File: src/rtl/pinbank_pkg.sv
package pinbank_pkg;
    localparam int PB_AW = 2;

    typedef enum logic [PB_AW-1:0] {
        PB_DIR  = 2'd0,
        PB_LAT  = 2'd1,
        PB_PIN  = 2'd2,
        PB_NONE = 2'd3
    } pb_addr_e;
endpackage

File: src/rtl/pinbank_sync.sv
module pinbank_sync #(
    parameter int W      = 8,
    parameter int STAGES = 2
) (
    input  logic         clk,
    input  logic         rst_n,
    input  logic [W-1:0] async_i,
    output logic [W-1:0] sync_o
);
    localparam int NST = (STAGES < 2) ? 2 : STAGES;

    logic [W-1:0] chain_d [NST];
    logic [W-1:0] chain_q [NST];

    for (genvar g = 0; g < NST; g++) begin : g_stage
        if (g == 0) begin : g_first
            always_comb chain_d[g] = async_i;
        end else begin : g_rest
            always_comb chain_d[g] = chain_q[g-1];
        end

        always_ff @(posedge clk or negedge rst_n) begin
            if (!rst_n) chain_q[g] <= '0;
            else        chain_q[g] <= chain_d[g];
        end
    end

    assign sync_o = chain_q[NST-1];
endmodule

File: src/rtl/pinbank_regs.sv
module pinbank_regs
    import pinbank_pkg::*;
#(
    parameter int W = 8
) (
    input  logic             clk,
    input  logic             rst_n,
    input  logic [PB_AW-1:0] addr,
    input  logic             we,
    input  logic [W-1:0]     wdata,
    input  logic [W-1:0]     pin_sync,
    output logic [W-1:0]     rdata,
    output logic [W-1:0]     dir_o,
    output logic [W-1:0]     lat_o
);
    typedef struct packed {
        logic [W-1:0] dir;
        logic [W-1:0] lat;
    } regs_t;

    regs_t    st_d, st_q;
    pb_addr_e sel_a;

    assign sel_a = pb_addr_e'(addr);

    always_comb begin
        st_d = st_q;
        if (we) begin
            case (sel_a)
                PB_DIR:         st_d.dir = wdata;
                PB_LAT, PB_PIN: st_d.lat = wdata;
                default:        ;
            endcase
        end
    end

    always_ff @(posedge clk or negedge rst_n) begin
        if (!rst_n) begin
            st_q.dir <= '1;
            st_q.lat <= '0;
        end else begin
            st_q <= st_d;
        end
    end

    always_comb begin
        case (sel_a)
            PB_DIR:  rdata = st_q.dir;
            PB_LAT:  rdata = st_q.lat;
            PB_PIN:  rdata = pin_sync;
            default: rdata = '0;
        endcase
    end

    assign dir_o = st_q.dir;
    assign lat_o = st_q.lat;

    assert_dir_hold_R8: assert property (@(posedge clk) disable iff (!rst_n)
        !(we && addr == PB_DIR) |=> $stable(st_q.dir));

    assert_dir_write_R2: assert property (@(posedge clk) disable iff (!rst_n)
        (we && addr == PB_DIR) |=> (st_q.dir == $past(wdata)));

    assert_lat_hold_R9: assert property (@(posedge clk) disable iff (!rst_n)
        !(we && (addr == PB_LAT || addr == PB_PIN)) |=> $stable(st_q.lat));

    assert_lat_write_R3: assert property (@(posedge clk) disable iff (!rst_n)
        (we && (addr == PB_LAT || addr == PB_PIN)) |=> (st_q.lat == $past(wdata)));
endmodule

File: src/rtl/pinbank_padmux.sv
module pinbank_padmux #(
    parameter int W = 8
) (
    input  logic [W-1:0] dir,
    input  logic [W-1:0] lat,
    input  logic [W-1:0] sel,
    input  logic [W-1:0] poe,
    input  logic [W-1:0] pdout,
    output logic [W-1:0] out,
    output logic [W-1:0] oe
);
    for (genvar i = 0; i < W; i++) begin : g_pin
        always_comb begin
            if (sel[i]) begin
                out[i] = pdout[i];
                oe[i]  = poe[i];
            end else begin
                out[i] = lat[i];
                oe[i]  = ~dir[i];
            end
        end
    end
endmodule

File: src/rtl/pinbank_ovr.sv
module pinbank_ovr
    import pinbank_pkg::*;
#(
    parameter int W           = 8,
    parameter int SYNC_STAGES = 2
) (
    input  logic             clk,
    input  logic             rst_n,
    input  logic [PB_AW-1:0] bus_addr,
    input  logic             bus_we,
    input  logic [W-1:0]     bus_wdata,
    output logic [W-1:0]     bus_rdata,
    input  logic [W-1:0]     per_sel,
    input  logic [W-1:0]     per_oe,
    input  logic [W-1:0]     per_dout,
    input  logic [W-1:0]     pad_in,
    output logic [W-1:0]     pad_out,
    output logic [W-1:0]     pad_oe,
    output logic [W-1:0]     per_din
);
    logic [W-1:0] pin_s;
    logic [W-1:0] dir_w;
    logic [W-1:0] lat_w;

    pinbank_sync #(.W(W), .STAGES(SYNC_STAGES)) u_sync (
        .clk     (clk),
        .rst_n   (rst_n),
        .async_i (pad_in),
        .sync_o  (pin_s)
    );

    pinbank_regs #(.W(W)) u_regs (
        .clk      (clk),
        .rst_n    (rst_n),
        .addr     (bus_addr),
        .we       (bus_we),
        .wdata    (bus_wdata),
        .pin_sync (pin_s),
        .rdata    (bus_rdata),
        .dir_o    (dir_w),
        .lat_o    (lat_w)
    );

    pinbank_padmux #(.W(W)) u_mux (
        .dir   (dir_w),
        .lat   (lat_w),
        .sel   (per_sel),
        .poe   (per_oe),
        .pdout (per_dout),
        .out   (pad_out),
        .oe    (pad_oe)
    );

    assign per_din = pin_s;

    assert_oe_follows_dir_R5: assert property (@(posedge clk) disable iff (!rst_n)
        (bus_addr == PB_DIR) |-> ((pad_oe & ~per_sel) == (~bus_rdata & ~per_sel)));

    assert_out_follows_lat_R7: assert property (@(posedge clk) disable iff (!rst_n)
        (bus_addr == PB_LAT) |-> ((pad_out & ~per_sel) == (bus_rdata & ~per_sel)));

    assert_pin_read_R4: assert property (@(posedge clk) disable iff (!rst_n)
        (bus_addr == PB_PIN) |-> (bus_rdata == per_din));
endmodule

File: config.mk
export PLATFORM = sky130hd
export DESIGN_NAME = pinbank_ovr
export DESIGN_NICKNAME = d
export VERILOG_FILES = /design/src/rtl/pinbank_pkg.sv /design/src/rtl/pinbank_sync.sv /design/src/rtl/pinbank_regs.sv /design/src/rtl/pinbank_padmux.sv /design/src/rtl/pinbank_ovr.sv
export SDC_FILE = /design/constraint.sdc
export NUM_CORES = 1
export LEC_CHECK = 0
export ABC_AREA = 1
export BUFFER_PORTS_ARGS = -buffer_cell sky130_fd_sc_hd__buf_2
export CAP_MARGIN = 20
export CORE_UTILIZATION = 40
export DETAILED_ROUTE_END_ITERATION = 10
export GPL_TIMING_DRIVEN = 1
export PLACE_DENSITY = 0.74
export SLEW_MARGIN = 20
export SYNTH_ARGS = -nofsm -noshare
export SYNTH_HDL_FRONTEND = slang
export SYNTH_SLANG_ARGS = --single-unit
File: constraint.sdc
create_clock -name clk -period 0.8 [get_ports clk]
set_clock_uncertainty 0.05 [all_clocks]
set_input_delay 0.08 -clock clk [delete_from_list [all_inputs] [get_ports clk]]
set_output_delay 0.08 -clock clk [all_outputs]
set_load 0.01 [all_outputs]
# Yosys cells after proc, flatten, opt, wreduce, memory -nomap -nowiden
# Cells that the tools add are included.
# totals
in_bits	45
register_bits	32
output_inout_bits	32
word_cells	35
# classes
eq_ne	2
bitwise_logic	8
n_reduce_logical	4
n_mux	17
# op_table
cell	count
$pmux W8 S3	1
$mux W1	16
$not A1 Y1	8
$reduce_and A2 Y1	2
$eq A2 B1 Y1 const B	1
$eq A2 B2 Y1 const B	1
$logic_not A2 Y1	1
$reduce_or A2 Y1	1

# Longest topological paths before layout
# depth
word_depth	3
depth_mapped	7
mapped_depth_nobuf	6

# By module
# A second synthesis with hierarchy kept.
# unflattened
hier_cells	182
hier_area_um2	1544.0
# modules_own_cells
mod	cells_each	area_per_inst_um2	seq_area_each_um2	n_inst
pinbank_regs	118	953.4	410.4	1
pinbank_sync	16	400.4	400.4	1
pinbank_padmux	48	190.2	0.0	1

# Worst setup path after synthesis
# No wires, ideal clock.
# synth_timing
path_type	in2reg
startpoint	input port bus_addr[0]
endpoint	register, netlist name u_regs.lat_o[5]
n_path_buf	1
setup_time_ps	74
required_time_ps	676
path_stages	6
setup_slack_ps	-108
t_arrival_ps	784
path_cell_list	inv_1 ha_1 nand2_2 buf_6 nand2_1 o21ai_2
# synth_between
elab_chain_len	3
word_cells_on_any_way	4
cone_classes	2 x eq/ne; 2 x reduce/logical
# synth_lines
element	line	text
start: declaration	pinbank_ovr.sv:9	input logic [PB_AW-1:0] bus_addr,
$eq A2 B1 Y1 / $eq A2 B2 Y1 (equally long branches)	pinbank_regs.sv:29	case (sel_a)
$reduce_or A2 Y1 *	pinbank_regs.sv:29	
$reduce_and A2 Y1 (no line) *	n/a	
# Every way passes the cells marked *; elsewhere a longest branch is shown, timed or not.
# A chain may end at the register's enable or synchronous reset.

# Worst setup path after layout
# layout_timing
startpoint	register, netlist name u_regs.dir_o[0]
endpoint	output port bus_rdata[0]
# layout_between
elab_chain_len	1
# layout_lines
element	line	text
$pmux W8 S3	pinbank_regs.sv:47	case (sel_a)
end: declaration	pinbank_ovr.sv:12	output logic [W-1:0] bus_rdata,
# Every way passes these cells.

==> summary.md <==
| Metric | Value |
|---|---|
| Share of flip-flops with an asynchronous set or reset after synthesis | 1.00 |
| Via count of the first global-routing pass | 1,370 |
| Filler-free cell count of the finished design | 329 |
| Reg-to-reg endpoint | u_regs.dir_o[1] |
| Req. time, crit path | 0.67 ns |
| Number of antenna diodes | 0 |
| Floorplan die area | slightly above 0.004 mm² |
| Launching point of the worst reg2reg path | u_regs.dir_o[1] |
| Type of the tightest min-delay check | in2reg |
| Initial antenna violation count | 0 |
| Final-layout worst hold slack | -0.00116 ns |
| Cell type with the largest total area after synthesis | dfrtp_1 |
| Register-to-Register Setup Slack | -0.15 ns |
| Crit Path Category | reg2out |
| Largest fanout on the critical path | 2 |
| Total clock sinks | 32 |
| Area delta synth->final | 66.5% |
| Layout fillers | 302 |
| Top post-synthesis cells by area | dfrtp_1 (39%), nand2_1 (16%), dfstp_2 (14%), o21ai_2 (9.2%), inv_1 (6.7%) |
| Placeable Area | 0.00366 mm² |
| Final worst-path setup slack | -0.509 ns |
| Netlist cell types | 13 |
| Status | finished with violations |
| Clk_lat worst skew | approximately 0.27 ns |
| Number of pins with negative max-slew slack in the final report | 0 |
| Commonest cells post-synth | nand2_1 (64), inv_1 (27), dfrtp_1 (24), o21ai_0 (16), o21ai_2 (16) |
| Post-synthesis net count | 223 |
| Clock tree from TritonCTS | done |
| Synth warn | 0 |
| Proportion of layout cells with a drive suffix above 1 | 0.569 |
| Fmax achieved | 764 MHz |
| Clock Pin Slew Worst Setup and Hold Paths | approximately 0.070 ns |
| Maximum root-to-sink buffer count | 2 |
| Cell count after placement | 303 |
| Row cnt | 22 |
| Share of total power in the clock network | 0.334 |
| Total setup violations reported at the end of the flow | 39 |
| Die width | 63.7 µm |
| Final period utilization | 1.64 |
| Half-perimeter wire length after placement | between 2000 and 2500 µm |
| Final total power | 5010 µW |
| Routed vias | 1,487 |
| Starting density of the core | 0.416 |
| Ratio of total power to cell area | 1980 mW/mm² |
| Violated checks | negative hold slack, negative setup slack |
| Avg Vias per Cell | 4.52 |
| Deepest level of the CTS H-tree | 2 |
| Cell at the root of the clock tree | clkbuf_8 |
| Gate count of the mapped netlist | between 150 and 200 |
| First-pass GRT wire length | 5740 µm |
| Headroom to the max-slew limit | 0.800 |
| Cell depth of the worst flop-to-flop path | 4 |
| CP startpoint kind | flip-flop |
| I/O pin count | 77 |
| Routed WL per cell | 11.1 µm |
| Total number of nets in the final design | 329 |
| Final critical path time including I/O delays and setup | 1.31 ns |
| Leak pwr | 0.00135 µW |
| Unrepaired setup endpoints after global routing | true |
| CTS buffer count | 5 |
| Largest net degree at the start of global routing | 33 |
| Cell Area, Synth | 0.00152 mm² |
| Total iterations of the first detailed-routing run | 6 |
| Worst Setup End Kind | output port |
| Height of the die | 63.7 µm |
| Terminating pin of the worst hold path | u_regs.dir_o[7] |
| Worst-margin pin slew | 0.299 ns |
| Number of DRC markers in iteration 0 | 23 |
| Worst supply voltage drop on vdd | between 1.5 and 2 mV |
| Proportion of power drawn by flip-flops and latches | 0.398 |
| Top-count cell post-synth | nand2_1 |
| Aggregate global routing overflow | 0 |
| Detailed-route DRC error count | 0 |
| Total wire length | 3650 µm |
| Max cap viols | 0 |
| Internal power | between 3000 and 4000 µW |
| Syn_area_per_cell | roughly 9 µm² |
| Share of total power consumed by net switching | 0.269 |
| Switch Pwr | approximately 1300 µW |
| Crit path arrival time | approximately 1.2 ns |
| EDFF count, synth | 0 |
| Fraction of synthesized cell area taken by the top area cell type | 0.394 |
| Share of the yosys chip area belonging to registers | 0.532 |
| Logic pwr share | 0.268 |
| Final RePlAce weighted congestion | approximately 0.84 |
| Hold Path Stages | 3 |
| Primary FF master, synth | dfrtp_1 |
| Flop and latch count out of synthesis | 32 |
| Total Routing Usage GR | 0.186 |
| Final Hold Viols | 1 |
| Beginning of the worst hold path | bus_wdata[7] |
| Port-buffer cells | 76 |
| Count of antenna-violating nets left after detailed routing | 0 |
-- timing repair --
| action | in CTS | in global routing |
|---|---|---|
| resized for setup | 39 | 29 |
| hold buffers | 9 | 0 |
| hold endpoints to repair | 40 | 0 |
| pin swaps | 5 | 2 |
| buffers inserted | 3 | 12 |
| setup endpoints to repair | 35 | 48 |
-- state kept, by name (all words and copies together), names as in the netlist --
| register | count |
|---|---|
| u_regs.dir_o | 8 |
| u_sync.chain_d | 8 |
| u_regs.lat_o | 8 |
| u_sync.sync_o | 8 |
-- final cells by class --
| cell class | count | area [µm²] | area share |
|---|---|---|---|
| clock buffer | 7 | 96.3 | 0.0380 |
| clock inverter | 1 | 30.0 | 0.0118 |
| inverter | 27 | 119 | 0.0468 |
| multi-input combinational | 110 | 666 | 0.262 |
| sequential | 32 | 811 | 0.320 |
| tap | 48 | 60.1 | 0.0237 |
| timing repair buffer | 104 | 756 | 0.298 |
-- metal layers --
metal | GRT usage | share of wire | routed length [µm] | vias up
li1 | - | - | - | 752
met1 | 0.207 | 0.41 | 1510 | 679
met2 | 0.331 | 0.53 | 1920 | 49
met3 | 0.0453 | 0.047 | 171 | 7
met4 | 0.0852 | 0.015 | 53 | 0
met5 | 0 | 0 | 0 | -
-- worst max-delay path by stage --
stage / startpoint / to / slack [ns] / cells past startpoint
CTS: u_regs.dir_o[0] / bus_rdata[0] / -0.49 / 5
detailed placement: bus_addr[0] / bus_rdata[0] / -0.37 / 7
global route: u_regs.dir_o[4] / bus_rdata[4] / -0.55 / 5
floorplan: u_regs.dir_o[0] / bus_rdata[0] / -0.06 / 4
finish: u_regs.dir_o[0] / bus_rdata[0] / -0.51 / 5
global placement: bus_addr[0] / bus_rdata[2] / -0.36 / 8
-- worst max-delay path, cell delays in order (launching register included) --
cell	delay [ns]
dfstp_2	0.55
nand2_2	0.05
nand3_2	0.05
nand2_1	0.08
inv_2	0.07
buf_6	0.10
-- metrics by stage --
step / util / setup slack (ns) / hold WS, ns / TNS (ns) / instance area, µm²
floorplan: - / -0.0562 / -0.266 / -0.497 / 1570
global placement: 0.559 / -0.363 / -0.0102 / -6.99 / 2050
detailed placement: 0.559 / -0.366 / -0.00614 / -7.46 / 2050
CTS: 0.658 / -0.490 / 0.00284 / -11.18 / 2410
global route: 0.693 / -0.553 / 0.000311 / -13.37 / 2540
finish: 0.693 / -0.509 / -0.00116 / -11.56 / 2540
-- cells by family after synthesis --
logic type               synth area share
AO/OA/AOI/OAI                       0.144
adder cells (fa/ha/maj)            0.0328
buffers and inverters              0.0952
flip-flops                          0.532
AND/OR/NAND/NOR                     0.195
-- cells in the final DEF, fill, tap and decap left out --
cell type / instances
inv_12: 1
buf_4: 5
o21ai_1: 11
dlygate4sd3_1: 9
clkbuf_8: 7
inv_2: 9
ha_4: 1
inv_6: 1
nand2_4: 3
dfrtp_1: 24
buf_6: 26
ha_1: 3
bufinv_16: 1
nand2_8: 1
nand3_1: 5
buf_2: 63
inv_1: 16
dfstp_2: 8
o21ai_2: 21
nand2_1: 53
nand2_2: 9
buf_12: 1
nand3_2: 3
-- power by group through the flow --
stage / clock network [µW] / logic [µW] / registers [µW]
after global placement: 0 / 943 / 2000
final: 1680 / 1340 / 1990
after floorplan: 0 / 531 / 1970
after CTS: 1690 / 1170 / 1980
after global routing: 1780 / 1470 / 2010
after detailed placement: 0 / 964 / 2000
No activity file was read; power rests on OpenSTA's default activity.
